### src/rtl/pmp_csr_pkg.sv
package pmp_csr_pkg;

    typedef enum logic [1:0] {
        SEL_CFG  = 2'd0,
        SEL_ADDR = 2'd1,
        SEL_SEC  = 2'd2,
        SEL_NONE = 2'd3
    } csr_sel_e;

    localparam int BIT_R   = 0;
    localparam int BIT_W   = 1;
    localparam int BIT_X   = 2;
    localparam int MODE_LO = 3;
    localparam int BIT_L   = 7;

    localparam logic [1:0] MODE_TOR = 2'b01;

    localparam int SEC_LOCKDOWN = 0;
    localparam int SEC_DENYDEF  = 1;
    localparam int SEC_BYPASS   = 2;
    localparam int SEC_W        = 3;

    function automatic logic tor_locked(input logic [7:0] c);
        return c[BIT_L] && (c[MODE_LO+1:MODE_LO] == MODE_TOR);
    endfunction

endpackage

### src/rtl/pmp_write_gate.sv
module pmp_write_gate
    import pmp_csr_pkg::*;
#(
    parameter bit ENHANCED = 1'b1
) (
    input  logic [7:0]       cur_cfg_i,
    input  logic [7:0]       new_cfg_i,
    input  logic [7:0]       next_cfg_i,
    input  logic [SEC_W-1:0] sec_i,
    output logic             cfg_ok_o,
    output logic             addr_ok_o
);

    logic unused_bits;
    assign unused_bits = ^{new_cfg_i[6:3], sec_i[SEC_DENYDEF]};

    generate
        if (ENHANCED) begin : g_enh
            logic shape_ok;
            always_comb begin
                shape_ok = (new_cfg_i[BIT_L] && !new_cfg_i[BIT_X]) ||
                           (!new_cfg_i[BIT_L] && (new_cfg_i[BIT_X:BIT_R] != 3'b110));
                cfg_ok_o = sec_i[SEC_BYPASS] ||
                           (!sec_i[SEC_LOCKDOWN] && !cur_cfg_i[BIT_L]) ||
                           (sec_i[SEC_LOCKDOWN] && shape_ok);
            end
        end else begin : g_plain
            logic unused_plain;
            assign unused_plain = ^{new_cfg_i, sec_i};
            assign cfg_ok_o = !cur_cfg_i[BIT_L];
        end
    endgenerate

    assign addr_ok_o = !cur_cfg_i[BIT_L] && !tor_locked(next_cfg_i);

endmodule

### src/rtl/pmp_entry.sv
module pmp_entry
    import pmp_csr_pkg::*;
#(
    parameter int XLEN     = 32,
    parameter bit ENHANCED = 1'b1
) (
    input  logic             clk,
    input  logic             rst_n,
    input  logic             cfg_we_i,
    input  logic [7:0]       cfg_wdata_i,
    input  logic             addr_we_i,
    input  logic [XLEN-1:0]  addr_wdata_i,
    input  logic [7:0]       next_cfg_i,
    input  logic [SEC_W-1:0] sec_i,
    output logic [7:0]       cfg_o,
    output logic [XLEN-1:0]  addr_o
);

    logic [7:0]      cfg_q;
    logic [XLEN-1:0] addr_q;
    logic            cfg_ok;
    logic            addr_ok;

    pmp_write_gate #(.ENHANCED(ENHANCED)) u_gate (
        .cur_cfg_i (cfg_q),
        .new_cfg_i (cfg_wdata_i),
        .next_cfg_i(next_cfg_i),
        .sec_i     (sec_i),
        .cfg_ok_o  (cfg_ok),
        .addr_ok_o (addr_ok)
    );

    always_ff @(posedge clk or negedge rst_n) begin
        if (!rst_n) begin
            cfg_q  <= '0;
            addr_q <= '0;
        end else begin
            if (cfg_we_i && cfg_ok)    cfg_q  <= cfg_wdata_i;
            if (addr_we_i && addr_ok)  addr_q <= addr_wdata_i;
        end
    end

    assign cfg_o  = cfg_q;
    assign addr_o = addr_q;

    // a locked byte cannot change unless bypass or lockdown is active
    a_r3_locked_cfg_hold: assert property (@(posedge clk) disable iff (!rst_n)
        (cfg_q[BIT_L] && !sec_i[SEC_BYPASS] && !sec_i[SEC_LOCKDOWN]) |=> $stable(cfg_q));

    // own lock freezes the address register
    a_r6_addr_own_lock: assert property (@(posedge clk) disable iff (!rst_n)
        cfg_q[BIT_L] |=> $stable(addr_q));

    // a locked top-of-range neighbour freezes the address register
    a_r6_addr_next_tor: assert property (@(posedge clk) disable iff (!rst_n)
        (next_cfg_i[BIT_L] && next_cfg_i[MODE_LO+1:MODE_LO] == MODE_TOR) |=> $stable(addr_q));

endmodule

### src/rtl/pmp_sec_reg.sv
module pmp_sec_reg
    import pmp_csr_pkg::*;
#(
    parameter bit ENHANCED = 1'b1
) (
    input  logic             clk,
    input  logic             rst_n,
    input  logic             we_i,
    input  logic [SEC_W-1:0] wdata_i,
    input  logic             any_locked_i,
    output logic [SEC_W-1:0] sec_o
);

    generate
        if (ENHANCED) begin : g_enh
            logic [SEC_W-1:0] sec_q;
            logic [SEC_W-1:0] sec_d;

            always_comb begin
                sec_d = wdata_i;
                if (!sec_q[SEC_BYPASS] && any_locked_i) sec_d[SEC_BYPASS] = 1'b0;
                sec_d[SEC_LOCKDOWN] = sec_d[SEC_LOCKDOWN] | sec_q[SEC_LOCKDOWN];
                sec_d[SEC_DENYDEF]  = sec_d[SEC_DENYDEF]  | sec_q[SEC_DENYDEF];
            end

            always_ff @(posedge clk or negedge rst_n) begin
                if (!rst_n)    sec_q <= '0;
                else if (we_i) sec_q <= sec_d;
            end

            assign sec_o = sec_q;

            // sticky lockdown
            a_r7_lockdown_sticky: assert property (@(posedge clk) disable iff (!rst_n)
                sec_q[SEC_LOCKDOWN] |=> sec_q[SEC_LOCKDOWN]);
            // sticky deny-by-default
            a_r7_denydef_sticky: assert property (@(posedge clk) disable iff (!rst_n)
                sec_q[SEC_DENYDEF] |=> sec_q[SEC_DENYDEF]);
            // bypass cannot rise while an entry is locked
            a_r8_bypass_no_rise: assert property (@(posedge clk) disable iff (!rst_n)
                (!sec_q[SEC_BYPASS] && any_locked_i) |=> !sec_q[SEC_BYPASS]);
        end else begin : g_plain
            logic unused_in;
            assign unused_in = ^{clk, rst_n, we_i, wdata_i, any_locked_i};
            assign sec_o = '0;
        end
    endgenerate

endmodule

### src/rtl/pmp_csr_file.sv
module pmp_csr_file
    import pmp_csr_pkg::*;
#(
    parameter int NUM_ENTRIES = 16,
    parameter int XLEN        = 32,
    parameter int IDX_W       = 6,
    parameter bit ENHANCED    = 1'b1
) (
    input  logic                        clk,
    input  logic                        rst_n,
    input  logic                        csr_we,
    input  logic [1:0]                  csr_sel,
    input  logic [IDX_W-1:0]            csr_idx,
    input  logic [XLEN-1:0]             csr_wdata,
    output logic [XLEN-1:0]             csr_rdata,
    output logic [NUM_ENTRIES*8-1:0]    ent_cfg_o,
    output logic [NUM_ENTRIES*XLEN-1:0] ent_addr_o,
    output logic [SEC_W-1:0]            sec_cfg_o
);

    localparam int LANES        = XLEN / 8;
    localparam int ENTRY_STRIDE = 4;

    csr_sel_e        sel;
    logic [7:0]      cfg_arr   [NUM_ENTRIES];
    logic [XLEN-1:0] addr_arr  [NUM_ENTRIES];
    logic [7:0]      cfg_byte  [NUM_ENTRIES];
    logic [NUM_ENTRIES-1:0] cfg_we;
    logic [NUM_ENTRIES-1:0] addr_we;
    logic [NUM_ENTRIES-1:0] lock_vec;
    logic [SEC_W-1:0] sec;
    logic             cfg_wr;
    logic             odd_reject;

    assign sel        = csr_sel_e'(csr_sel);
    assign odd_reject = (LANES == 8) && csr_idx[0];
    assign cfg_wr     = csr_we && (sel == SEL_CFG) && !odd_reject;

    always_comb begin
        int base;
        base = int'(csr_idx) * ENTRY_STRIDE;
        for (int i = 0; i < NUM_ENTRIES; i++) begin
            cfg_we[i]   = 1'b0;
            cfg_byte[i] = '0;
            addr_we[i]  = csr_we && (sel == SEL_ADDR) && (int'(csr_idx) == i);
            if (i >= base && i < base + LANES) begin
                cfg_we[i]   = cfg_wr;
                cfg_byte[i] = csr_wdata[(i - base) * 8 +: 8];
            end
        end
    end

    generate
        for (genvar g = 0; g < NUM_ENTRIES; g++) begin : g_entry
            logic [7:0] next_cfg;
            if (g < NUM_ENTRIES - 1) begin : g_has_next
                assign next_cfg = cfg_arr[g+1];
            end else begin : g_top
                assign next_cfg = '0;
            end

            pmp_entry #(.XLEN(XLEN), .ENHANCED(ENHANCED)) u_entry (
                .clk         (clk),
                .rst_n       (rst_n),
                .cfg_we_i    (cfg_we[g]),
                .cfg_wdata_i (cfg_byte[g]),
                .addr_we_i   (addr_we[g]),
                .addr_wdata_i(csr_wdata),
                .next_cfg_i  (next_cfg),
                .sec_i       (sec),
                .cfg_o       (cfg_arr[g]),
                .addr_o      (addr_arr[g])
            );

            assign lock_vec[g]                 = cfg_arr[g][BIT_L];
            assign ent_cfg_o[g*8 +: 8]         = cfg_arr[g];
            assign ent_addr_o[g*XLEN +: XLEN]  = addr_arr[g];
        end
    endgenerate

    pmp_sec_reg #(.ENHANCED(ENHANCED)) u_sec (
        .clk         (clk),
        .rst_n       (rst_n),
        .we_i        (csr_we && (sel == SEL_SEC)),
        .wdata_i     (csr_wdata[SEC_W-1:0]),
        .any_locked_i(|lock_vec),
        .sec_o       (sec)
    );

    assign sec_cfg_o = sec;

    always_comb begin
        int base;
        base      = int'(csr_idx) * ENTRY_STRIDE;
        csr_rdata = '0;
        unique case (sel)
            SEL_CFG: begin
                for (int l = 0; l < LANES; l++) begin
                    if (base + l < NUM_ENTRIES) csr_rdata[l*8 +: 8] = cfg_arr[base + l];
                end
            end
            SEL_ADDR: begin
                if (int'(csr_idx) < NUM_ENTRIES) csr_rdata = addr_arr[int'(csr_idx)];
            end
            SEL_SEC:  csr_rdata[SEC_W-1:0] = sec;
            SEL_NONE: csr_rdata = '0;
        endcase
    end

    // select value 3 never returns data
    a_r9_none_reads_zero: assert property (@(posedge clk) disable iff (!rst_n)
        (sel == SEL_NONE) |-> (csr_rdata == '0));

endmodule

### config.mk
export PLATFORM = sky130hd
export DESIGN_NAME = pmp_csr_file
export DESIGN_NICKNAME = d
export VERILOG_FILES = /design/src/rtl/pmp_csr_pkg.sv /design/src/rtl/pmp_write_gate.sv /design/src/rtl/pmp_entry.sv /design/src/rtl/pmp_sec_reg.sv /design/src/rtl/pmp_csr_file.sv
export SDC_FILE = /design/constraint.sdc
export NUM_CORES = 1
export LEC_CHECK = 0
export BUFFER_PORTS_ARGS = -buffer_cell sky130_fd_sc_hd__buf_2
export CELL_PAD_IN_SITES_DETAIL_PLACEMENT = 0
export CELL_PAD_IN_SITES_GLOBAL_PLACEMENT = 1
export CORE_AREA = 4 4 276 278
export CTS_CLUSTER_SIZE = 25
export DETAILED_ROUTE_END_ITERATION = 8
export DIE_AREA = 0 0 280 282
export PLACE_DENSITY_LB_ADDON = 0.1
export SETUP_SLACK_MARGIN = 0.15
export SLEW_MARGIN = 20
export SYNTH_ARGS = -nofsm -noshare
export SYNTH_HDL_FRONTEND = slang
export SYNTH_SLANG_ARGS = --single-unit
### constraint.sdc
create_clock -name clk -period 3.2 [get_ports clk]
set_input_delay 0 -clock clk [delete_from_list [all_inputs] [get_ports clk]]
set_output_delay 0 -clock clk [all_outputs]
set_load 0.02 [all_outputs]
==> results of run 1 <==
-- path summary, 6_finish.rpt --
| path | startpoint | end | slack [ns] | cells after the start |
|---|---|---|---|---|
| setup / recovery | csr_idx[1] | csr_rdata[22] | 0.33 | 7 |
| hold / removal | rst_n | g_entry[5].u_entry.addr_o[31] | 0.07 | 3 |
| setup reg to reg | g_entry[8].u_entry.cfg_o[7] | g_entry[7].u_entry.addr_o[29] | 0.86 | 3 |
| hold reg to reg | g_entry[10].u_entry.addr_o[7] | g_entry[10].u_entry.addr_o[7] | 0.51 | 1 |
| max in group asynchronous | rst_n | g_entry[10].u_entry.addr_o[7] | 2.40 | 4 |
| min in group clk | csr_sel[0] | g_entry[0].u_entry.cfg_o[2] | 0.10 | 5 |
-- worst min-delay path, cell delays in order --
cell and delay, ns:
dlygate4sd3_1 0.56, buf_8 0.20, buf_16 0.28
-- logic make-up after synthesis --
group / Yosys count
mux: 772
flops: 643
simple gates: 261
buf+inv: 250
compound gates: 236
fa+ha+maj: 6
-- area by class of cell --
class                   count  area share
well taps                 969     0.03148
clock buffers             117     0.05945
multi-input cells        1275      0.3544
flip-flops and latches    643      0.4178
inverters                  46    0.004483
repair buffers            844      0.1267
diodes                      2   0.0001299
clock inverters            16    0.005523
-- state kept, by name (all words and copies together) (netlist names) --
register	cells
u_sec.sec_o	3
g_entry.u_entry.cfg_o	128
g_entry.u_entry.addr_o	512
-- power by group through the flow --
stage / logic [mW] / registers, mW / clock network, mW
final: 2.16 / 8.76 / 8.76
after global routing: 2.31 / 8.79 / 9.24
after CTS: 2.19 / 8.76 / 8.92
after detailed placement: 2.14 / 8.90 / 0
after global placement: 2.11 / 8.89 / 0
after floorplan: 0.807 / 9.14 / 0
-- layer usage --
metal	part of all wire	vias up	wire, um
met5	0	-	0
met4	0.036	0	4483
met3	0.064	205	8039
met2	0.49	890	61260
met1	0.41	12323	51990
li1	-	9491	-
-- cells in the mapped netlist (all sizes together), types with 4 or more instances --
cell type	n	area share
dfrtp	643	0.53
mux2	540	0.20
mux4	161	0.12
nand2	150	0.018
clkbuf	133	0.016
o21ai	73	0.012
buf	71	0.011
mux2i	71	0.023
o31ai	47	0.012
inv	45	0.0055
a22oi	34	0.0083
nor2b	32	0.0065
o211ai	31	0.0076
a21oi	22	0.0052
nor4	13	0.0054
nor2	11	0.0013
o2111ai	10	0.0029
nand3	8	0.0013
and3	7	0.0014
and3b	7	0.0020
nand2b	7	0.0014
ha	6	0.0025
nor3b	6	0.0016
nor4b	6	0.0025
nor3	5	0.00098
a221oi	4	0.0011
o22ai	4	0.00082
-- through the flow --
stage / util / cells
after floorplan: - / 2168
after global placement: 0.4814 / 3738
after detailed placement: 0.4814 / 3738
after CTS: 0.5207 / 3910
after global routing: 0.5208 / 3911
final: 0.5209 / 3912
-- what timing repair did --
action / CTS / global route
hold buffers: 39 / 0
buffers inserted: 0 / 0
endpoints found under the setup margin: 0 / 1
gates resized for setup: 0 / 1
endpoints found under the hold margin: 986 / 0
==> impl_metrics.toml, run 1 <==
[status]
status = "complete, no violations"

[critical_path]
crit_chain = "dlygate4sd3_1, buf_8, buf_6, mux4_2, mux4_2, a22o_1, buf_2"
end_kind = "output pin"
path_class = "in2out"
worst-path-buf-inv = 4
crit_family = "buffers and inverters"
cp_slowest_stage_delay_ns = 0.64
cpMaxStageDelayCell = "mux4_2"
cp.arrival_ns = 2.87
cp_data_required_time_ns = 3.20
path_common_cell = "mux4_2"
critPathMaxFanout = 34
cp-start-kind = "primary input"

[cells_and_area]
drive_above_1_share = 0.5580
layout_commonest_cell = "buf_2"
syn_to_final_growth_pct = 25.78
nFillCells = 6549
final_cell_mix = "713 x buf_2, 643 x dfrtp_1, 521 x mux2_2"
post-route-cell-area_um2 = 38520
seq_area_um2 = 16090
multi_input_area_um2 = 13650
final_nets = 2934

[timing]
tightest_slew_ns = 1.050
setup_viol = 0
fmax_ghz = 0.3484
fin_tns_setup_ns = 0
timing.hold.ws_ns = 0.06645
hold_viol = 0
finalCritPeriodShare = 0.8970
slew_headroom = 0.2950
setup_ws_ns = 0.3295
fin_worst_skew_ns = 0.03069
min_period_ns = 2.870
drv_slew = 0
rsz0062_at_grt = "no"

[logic_synthesis]
synth_fp_nets = 2217
ys_seq_elements = 643
ys_warn_count = 0
ys_types = 53
netlist_instances = 2168
yosys.area_share.simple = 0.04507
synth.area.mux_share = 0.3402
syn_area_um2 = 30620
ys_seq_area_frac = 0.5255
synthArstFlopShare = 1.000
synth_top_family_by_area = "multiplexers"
synth_area_per_cell_um2 = 14.12
synth_edf_count = 0
synthFlopType = "dfrtp_1"
synthXorXnorAreaFrac = 0
synth-compound-area-share = 0.05344
synthAdderAreaFrac = 0.002452

[cts]
cts_tree = "built"
htree_levels = 3
cts.clk_slew.worst_paths_ns = 0.06
numCtsBuffers = 75
clock_latency_ns = 0.61
cts-root-buf = "clkbuf_16"
cts_num_sinks = 643
clockBufferDepth = 3

[place]
dpl_worst_slack_ns = 0.5728
place_area_um2 = 35600
portBuffers = 717
routabilityCongestion = 0.8593
dp_hpwl_mm = 85.90

[die]
fp-row-count = 100
io_pins = 718
fp.dieArea_um2 = 78960
start_util = 0.4141
die_w_um = 280
die_h_um = 282
coreArea_um2 = 73950

[power]
peakVddDrop_mv = 0.3236
pwr-share-seq = 0.445
power.total_mw = 19.69
swShare = 0.2631
combPwrFrac = 0.110
p_switching_mw = 5.180
leakage_nw = 19.79
clkPwrFrac = 0.445
cellInternalPower_mw = 14.51
power_density_nw_per_um2 = 511.2

[worst_hold_path]
hp-class = "in2async"

[routing]
vias = 22909
wire_per_inst_um = 32.15
drt_first_pass_iters = 5
via_per_inst = 5.856
drt-total-wl_mm = 125.8
initialDrtViolationCount = 1581
drc_errors = 0
ant_nets = 0

[global_route]
grt_busiest_layer = "met2"
met2_usage = 0.5142
grt_usage = 0.3115
antenna_found_initial = 3
gr-total-overflow = 0
globalRouteMet1Util = 0.4124
grt_max_degree = 105
grt_pass1_wl_mm = 178.1
grt_pass1_vias = 23695
gr-usage-met3 = 0.06690

[flow_run]
max-cap-violations = 0
(Power assumes the default switching activity.)
==> inputs of run 2 (changes only) <==
--- a/config.mk
+++ b/config.mk
@@ -8,10 +8,10 @@
 export BUFFER_PORTS_ARGS = -buffer_cell sky130_fd_sc_hd__buf_2
 export CELL_PAD_IN_SITES_DETAIL_PLACEMENT = 0
 export CELL_PAD_IN_SITES_GLOBAL_PLACEMENT = 1
-export CORE_AREA = 4 4 276 278
+export CORE_AREA = 5 5 277 279
 export CTS_CLUSTER_SIZE = 25
 export DETAILED_ROUTE_END_ITERATION = 8
-export DIE_AREA = 0 0 280 282
+export DIE_AREA = 0 0 282 284
 export PLACE_DENSITY_LB_ADDON = 0.1
 export SETUP_SLACK_MARGIN = 0.15
 export SLEW_MARGIN = 20
==> run 2 against run 1 <==
The run now ends with hold timing left. Critical endpoint is now csr_rdata[0]. Non-clock buffer count up 1. Hold slack worse by 0.091 ns. Critical path type unchanged. Clock skew down 0.0090 ns. Highest routed layer is now met5. Clock power down 2%. Via count up 0.20%. Combinational power about the same. Largest cell class unchanged.
==> impl_metrics.toml, run 2 (synthesis results as in run 1) <==
[global_route]
gr-total-overflow = 0
grt_pass1_vias = 23918
antenna_found_initial = 6
grt_max_degree = 80
grt_pass1_wl_mm = 181.8
grt_usage = 0.3114

[die]
io_pins = 718
fp-row-count = 100
start_util = 0.4141
fp.dieArea_um2 = 80090
die_w_um = 282
die_h_um = 284
coreArea_um2 = 73950

[cells_and_area]
drive_above_1_share = 0.5587
syn_to_final_growth_pct = 25.52
nFillCells = 6398
layout_commonest_cell = "buf_2"
post-route-cell-area_um2 = 38440
final_cell_mix = "713 x buf_2, 643 x dfrtp_1, 521 x mux2_2"
final_nets = 2934
largest_reg_flops = 512

[critical_path]
crit_chain = "dlygate4sd3_1, buf_2, inv_2, nor4_4, and3b_4, buf_12, a22oi_1, o211ai_1, buf_2"
worst-path-buf-inv = 5
timing.rr.start = "u_sec.sec_o[2]"
critPathMaxFanout = 20
worstSetupStartpoint = "csr_sel[0]"
crit_family = "buffers and inverters"
cp_slowest_stage_delay_ns = 0.61
path_class = "in2out"
cpMaxStageDelayCell = "nor4_4"
end_kind = "output pin"
cp.arrival_ns = 3.03
cp-start-kind = "primary input"
cp_data_required_time_ns = 3.20
path_common_cell = "buf_2"

[cts]
clockBufferDepth = 3
cts_tree = "built"
cts-root-buf = "clkbuf_16"
cts.clk_slew.worst_paths_ns = 0.06
htree_levels = 3
clock_latency_ns = 0.61
cts_num_sinks = 643
numCtsBuffers = 74

[status]
status = "complete, but fails checks"
violations = "hold timing"

[place]
place_area_um2 = 35580
portBuffers = 717
dpl_worst_slack_ns = 0.2674
routabilityCongestion = 0.8807
dp_hpwl_mm = 88.12

[timing]
hold_viol = 3
fin_tns_setup_ns = 0
timing.hold.ws_ns = -0.02408
fmax_ghz = 0.3297
fin_worst_skew_ns = 0.02169
slew_headroom = 0.2238
setup_viol = 0
rsz0062_at_grt = "no"
setup_ws_ns = 0.1669
min_period_ns = 3.033
tightest_slew_ns = 1.148
drv_slew = 0
finalCritPeriodShare = 0.9478

[power]
power_density_nw_per_um2 = 508.3
power.total_mw = 19.54
peakVddDrop_mv = 0.3773
leakage_nw = 19.76

[routing]
vias = 22954
wire_per_inst_um = 32.52
drt-total-wl_mm = 127.2
initialDrtViolationCount = 1874
via_per_inst = 5.868
drc_errors = 0
ant_nets = 0
drt_first_pass_iters = 7

[worst_hold_path]
hp-class = "in2async"

[flow_run]
max-cap-violations = 0
run 2: cell types whose count changed in the layout (fill, tap and decap cells not counted), moves of 2 or more:
cell / previous run / this run
clkbuf_1: 21 / 18
clkbuf_16: 79 / 77
clkbuf_8: 17 / 14
clkinv_2: 9 / 16
dlygate4sd3_1: 38 / 40
run 2: path summary, 6_finish.rpt:
path,cells past startpoint,slack (ns),endpoint
min in group clk,4,0.04,g_entry[7].u_entry.cfg_o[2]
max,9,0.17,csr_rdata[0]
min,2,-0.02,g_entry[8].u_entry.addr_o[24]
min reg2reg,1,0.51,g_entry[10].u_entry.addr_o[8]
max in group asynchronous,4,2.01,g_entry[7].u_entry.addr_o[3]
max reg2reg,5,0.81,g_entry[0].u_entry.cfg_o[5]
run 2: final cells by class:
cell class,instances,area (um2),share of cell area
Tap cell,969,1212,0.03154
Clock buffer,109,2187,0.05690
Sequential cell,643,16090,0.4186
Antenna cell,2,5.005,0.0001302
Timing Repair Buffer,845,4861,0.1265
Multi-Input combinational cell,1275,13660,0.3554
Clock inverter,23,247.7,0.006445
Inverter,46,172.7,0.004492
run 2: power by group:
| group | internal, mW | leakage [nW] | switching [mW] |
|---|---|---|---|
| clock network | 5.13 | 1.21 | 3.49 |
| registers | 8.43 | 8.74 | 0.350 |
| logic | 0.769 | 9.81 | 1.37 |
run 2: layer usage:
metal  GRT usage  vias to the layer above  part of all wire
met4      0.1114                        6             0.039
met1      0.4082                    12216              0.40
met2      0.4995                     1011              0.48
met5    0.001832                        -           0.00032
met3     0.08622                      241             0.083
li1            -                     9480                 -
run 2: timing repair:
action                                 in CTS  in global routing
resized for setup                           0                  2
hold buffers                               40                  0
buffers inserted                            0                  0
setup endpoints to repair                   0                  7
endpoints found under the hold margin     601                  0
run 2: metrics by stage:
stage | instances | util
floorplan | 2168 | -
global placement | 3738 | 0.4812
detailed placement | 3738 | 0.4812
CTS | 3910 | 0.5196
global route | 3910 | 0.5197
finish | 3912 | 0.5198
==> inputs of run 3 (changes only) <==
--- a/config.mk
+++ b/config.mk
@@ -6,15 +6,17 @@
 export NUM_CORES = 1
 export LEC_CHECK = 0
 export BUFFER_PORTS_ARGS = -buffer_cell sky130_fd_sc_hd__buf_2
+export CAP_MARGIN = 0
 export CELL_PAD_IN_SITES_DETAIL_PLACEMENT = 0
 export CELL_PAD_IN_SITES_GLOBAL_PLACEMENT = 1
-export CORE_AREA = 5 5 277 279
+export CORE_AREA = 5 5 274 276
 export CTS_CLUSTER_SIZE = 25
 export DETAILED_ROUTE_END_ITERATION = 8
-export DIE_AREA = 0 0 282 284
-export PLACE_DENSITY_LB_ADDON = 0.1
+export DIE_AREA = 0 0 279 281
+export PLACE_DENSITY = 0.9
 export SETUP_SLACK_MARGIN = 0.15
 export SLEW_MARGIN = 20
 export SYNTH_ARGS = -nofsm -noshare
 export SYNTH_HDL_FRONTEND = slang
+export SYNTH_HIERARCHICAL = 1
 export SYNTH_SLANG_ARGS = --single-unit
==> run 3 against run 2 <==
The run now ends clean. Synthesized area is 8.2% higher. Maximum frequency is 5.6% higher. Via count is 2.3% higher. Sequential power hardly changed. Combinational power is 6% higher. Clock power is 3.2% lower. Hold slack better by 0.061 ns. Total power is 0.85% lower. Sequential cell count stayed put. Critical path type is now reg2out. Critical endpoint is now csr_rdata[23]. Largest cell class unchanged. Largest power group unchanged.
==> impl_metrics.toml, run 3 <==
[status]
status = "complete, no violations"

[logic_synthesis]
ys_seq_elements = 643
synthArstFlopShare = 1.000
ys_seq_area_frac = 0.4857
yosysTopAreaCellShare = 0.4857
synth_area_per_cell_um2 = 16.22
ys_warn_count = 6
synth_most_common_cell = "dfrtp_1"
netlist_instances = 2042
ys_types = 45
synth_edf_count = 0
syn_area_um2 = 33130
netlist_top_cells_area = "dfrtp_1 49%, mux2_4 22%, mux4_2 10%, mux2_2 6.1%, buf_12 2.9%"
synthFlopType = "dfrtp_1"
synth_top_cell_by_area = "dfrtp_1"
synth_commonest_cells = "643 x dfrtp_1, 480 x mux2_4, 179 x mux2_2, 151 x mux4_2, 136 x and2_1"

[cts]
cts_setup_buffers = 0
clockBufferDepth = 3
htree_levels = 3
numCtsBuffers = 71
cts_tree = "built"
cts.clk_slew.worst_paths_ns = 0.06
post_cts_resized = 0
clock_latency_ns = 0.62
cts_num_sinks = 643
cts-root-buf = "clkbuf_16"
ctsHoldBuffers = 17

[timing]
slew_headroom = 0.2846
setup_viol = 0
fin_worst_skew_ns = 0.02190
min_period_ns = 2.871
setup_ws_ns = 0.3291
finalCritPeriodShare = 0.8972
fin_tns_setup_ns = 0
fmax_ghz = 0.3483
hold_viol = 0
drv_slew = 0
tightest_slew_ns = 1.073
rsz0062_at_grt = "no"

[worst_hold_path]
hp-class = "in2async"

[routing]
via_per_inst = 6.178
ant_nets = 0
vias = 23483
drt-total-wl_mm = 129.2
drt_first_pass_iters = 5
wire_per_inst_um = 34.00
initialDrtViolationCount = 2488
drc_errors = 0

[power]
leakage_nw = 22.07
peakVddDrop_mv = 0.3639
cellInternalPower_mw = 14.18
clkPwrFrac = 0.430
combPwrFrac = 0.117
power_density_nw_per_um2 = 485.2
swShare = 0.2680
pwr-share-seq = 0.453
p_switching_mw = 5.191

[critical_path]
cp_data_required_time_ns = 3.20
cp.arrival_ns = 2.87
end_kind = "output pin"
cp-start-kind = "flop"
path_class = "reg2out"
critPathMaxFanout = 7

[flow_run]
max-cap-violations = 0

[die]
fp.dieArea_um2 = 78400
fp-row-count = 99
die_h_um = 281
start_util = 0.4580
coreArea_um2 = 72340
die_w_um = 279
io_pins = 718

[cells_and_area]
drive_above_1_share = 0.6076
layout_commonest_cell = "buf_2"
final_nets = 2834
nFillCells = 5847
largest_reg_flops = 512
syn_to_final_growth_pct = 20.50
final_cell_mix = "713 x buf_2, 643 x dfrtp_1, 480 x mux2_4"

[place]
portBuffers = 717
dpl_worst_slack_ns = 0.2676
dp_hpwl_mm = 90.48
routabilityCongestion = 0.9635

[global_route]
grt_pass1_vias = 24560
grt_pass1_wl_mm = 183.4
gr-total-overflow = 0
grt_max_degree = 115
grt_usage = 0.3190
antenna_found_initial = 9
## run 3: cell families (layout without fill, tap and decap cells)
| logic type | after synthesis | count (layout) | synth area share |
|---|---|---|---|
| AO/OA/AOI/OAI | 131 | 131 | 0.02908 |
| adder cells (fa/ha/maj) | 5 | 5 | 0.001888 |
| buffers and inverters | 140 | 935 | 0.04101 |
| flip-flops | 643 | 643 | 0.4857 |
| multiplexers | 838 | 838 | 0.3895 |
| other | 1 | 6 | 0.0001132 |
| AND/OR/NAND/NOR | 284 | 284 | 0.05276 |
## run 3: metrics by stage
stage	power (mW)	utilization	std cells	instance area [um2]	hold slack (ns)
2_1_floorplan	10.02	-	2044	33140	-0.2956
3_3_place_gp	11.07	0.5170	3655	37400	0.1001
3_5_place_dp	11.13	0.5170	3655	37400	0.1114
4_1_cts	19.42	0.5518	3798	39910	0.001475
5_1_grt	19.91	0.5518	3799	39920	0.02124
6_report	19.37	0.5519	3801	39920	0.03729
## run 3: cell type report
type / count / area (um2) / share of cell area
Sequential cell: 643 / 16090 / 0.4030
Clock buffer: 110 / 2156 / 0.05400
Tap cell: 959 / 1200 / 0.03006
Inverter: 23 / 86.33 / 0.002163
Multi-Input combinational cell: 1261 / 15760 / 0.3948
Clock inverter: 16 / 192.7 / 0.004827
Antenna cell: 3 / 7.507 / 0.0001880
Timing Repair Buffer: 786 / 4428 / 0.1109
## run 3: worst paths after layout
kind / cells past startpoint / endpoint / startpoint / slack, ns
min in group clk: 2 / g_entry[0].u_entry/addr_o[13] / csr_wdata[13] / 0.04
max reg2reg: 3 / g_entry[11].u_entry/addr_o[20] / g_entry[11].u_entry/cfg_o[7] / 0.83
max in group asynchronous: 3 / g_entry[0].u_entry/addr_o[0] / rst_n / 1.96
min reg2reg: 1 / g_entry[6].u_entry/addr_o[14] / g_entry[6].u_entry/addr_o[14] / 0.53
max: 4 / csr_rdata[23] / g_entry[14].u_entry/cfg_o[7] / 0.33
min: 2 / g_entry[4].u_entry/addr_o[7] / rst_n / 0.04
## run 3: power by group through the flow
stage	clock network (mW)	logic, mW	registers, mW
after CTS	8.40	2.26	8.75
after global routing	8.76	2.36	8.79
after global placement	0	2.20	8.87
final	8.34	2.26	8.77
after floorplan	0	0.839	9.18
after detailed placement	0	2.24	8.90
## run 3: per-layer routing
metal,part of all wire,vias up,track usage,wire length (um)
met3,0.10,355,0.1015,13530
li1,-,9105,-,-
met1,0.39,12440,0.4221,50410
met2,0.46,1581,0.4884,58890
met5,0.00010,-,0,13
met4,0.050,2,0.1381,6404
## run 3: critical path: stages, from the launching register on
cell	delay, ns
dfrtp_1	0.53
mux4_2	0.59
a22oi_1	0.67
o211ai_1	0.23
buf_2	0.23
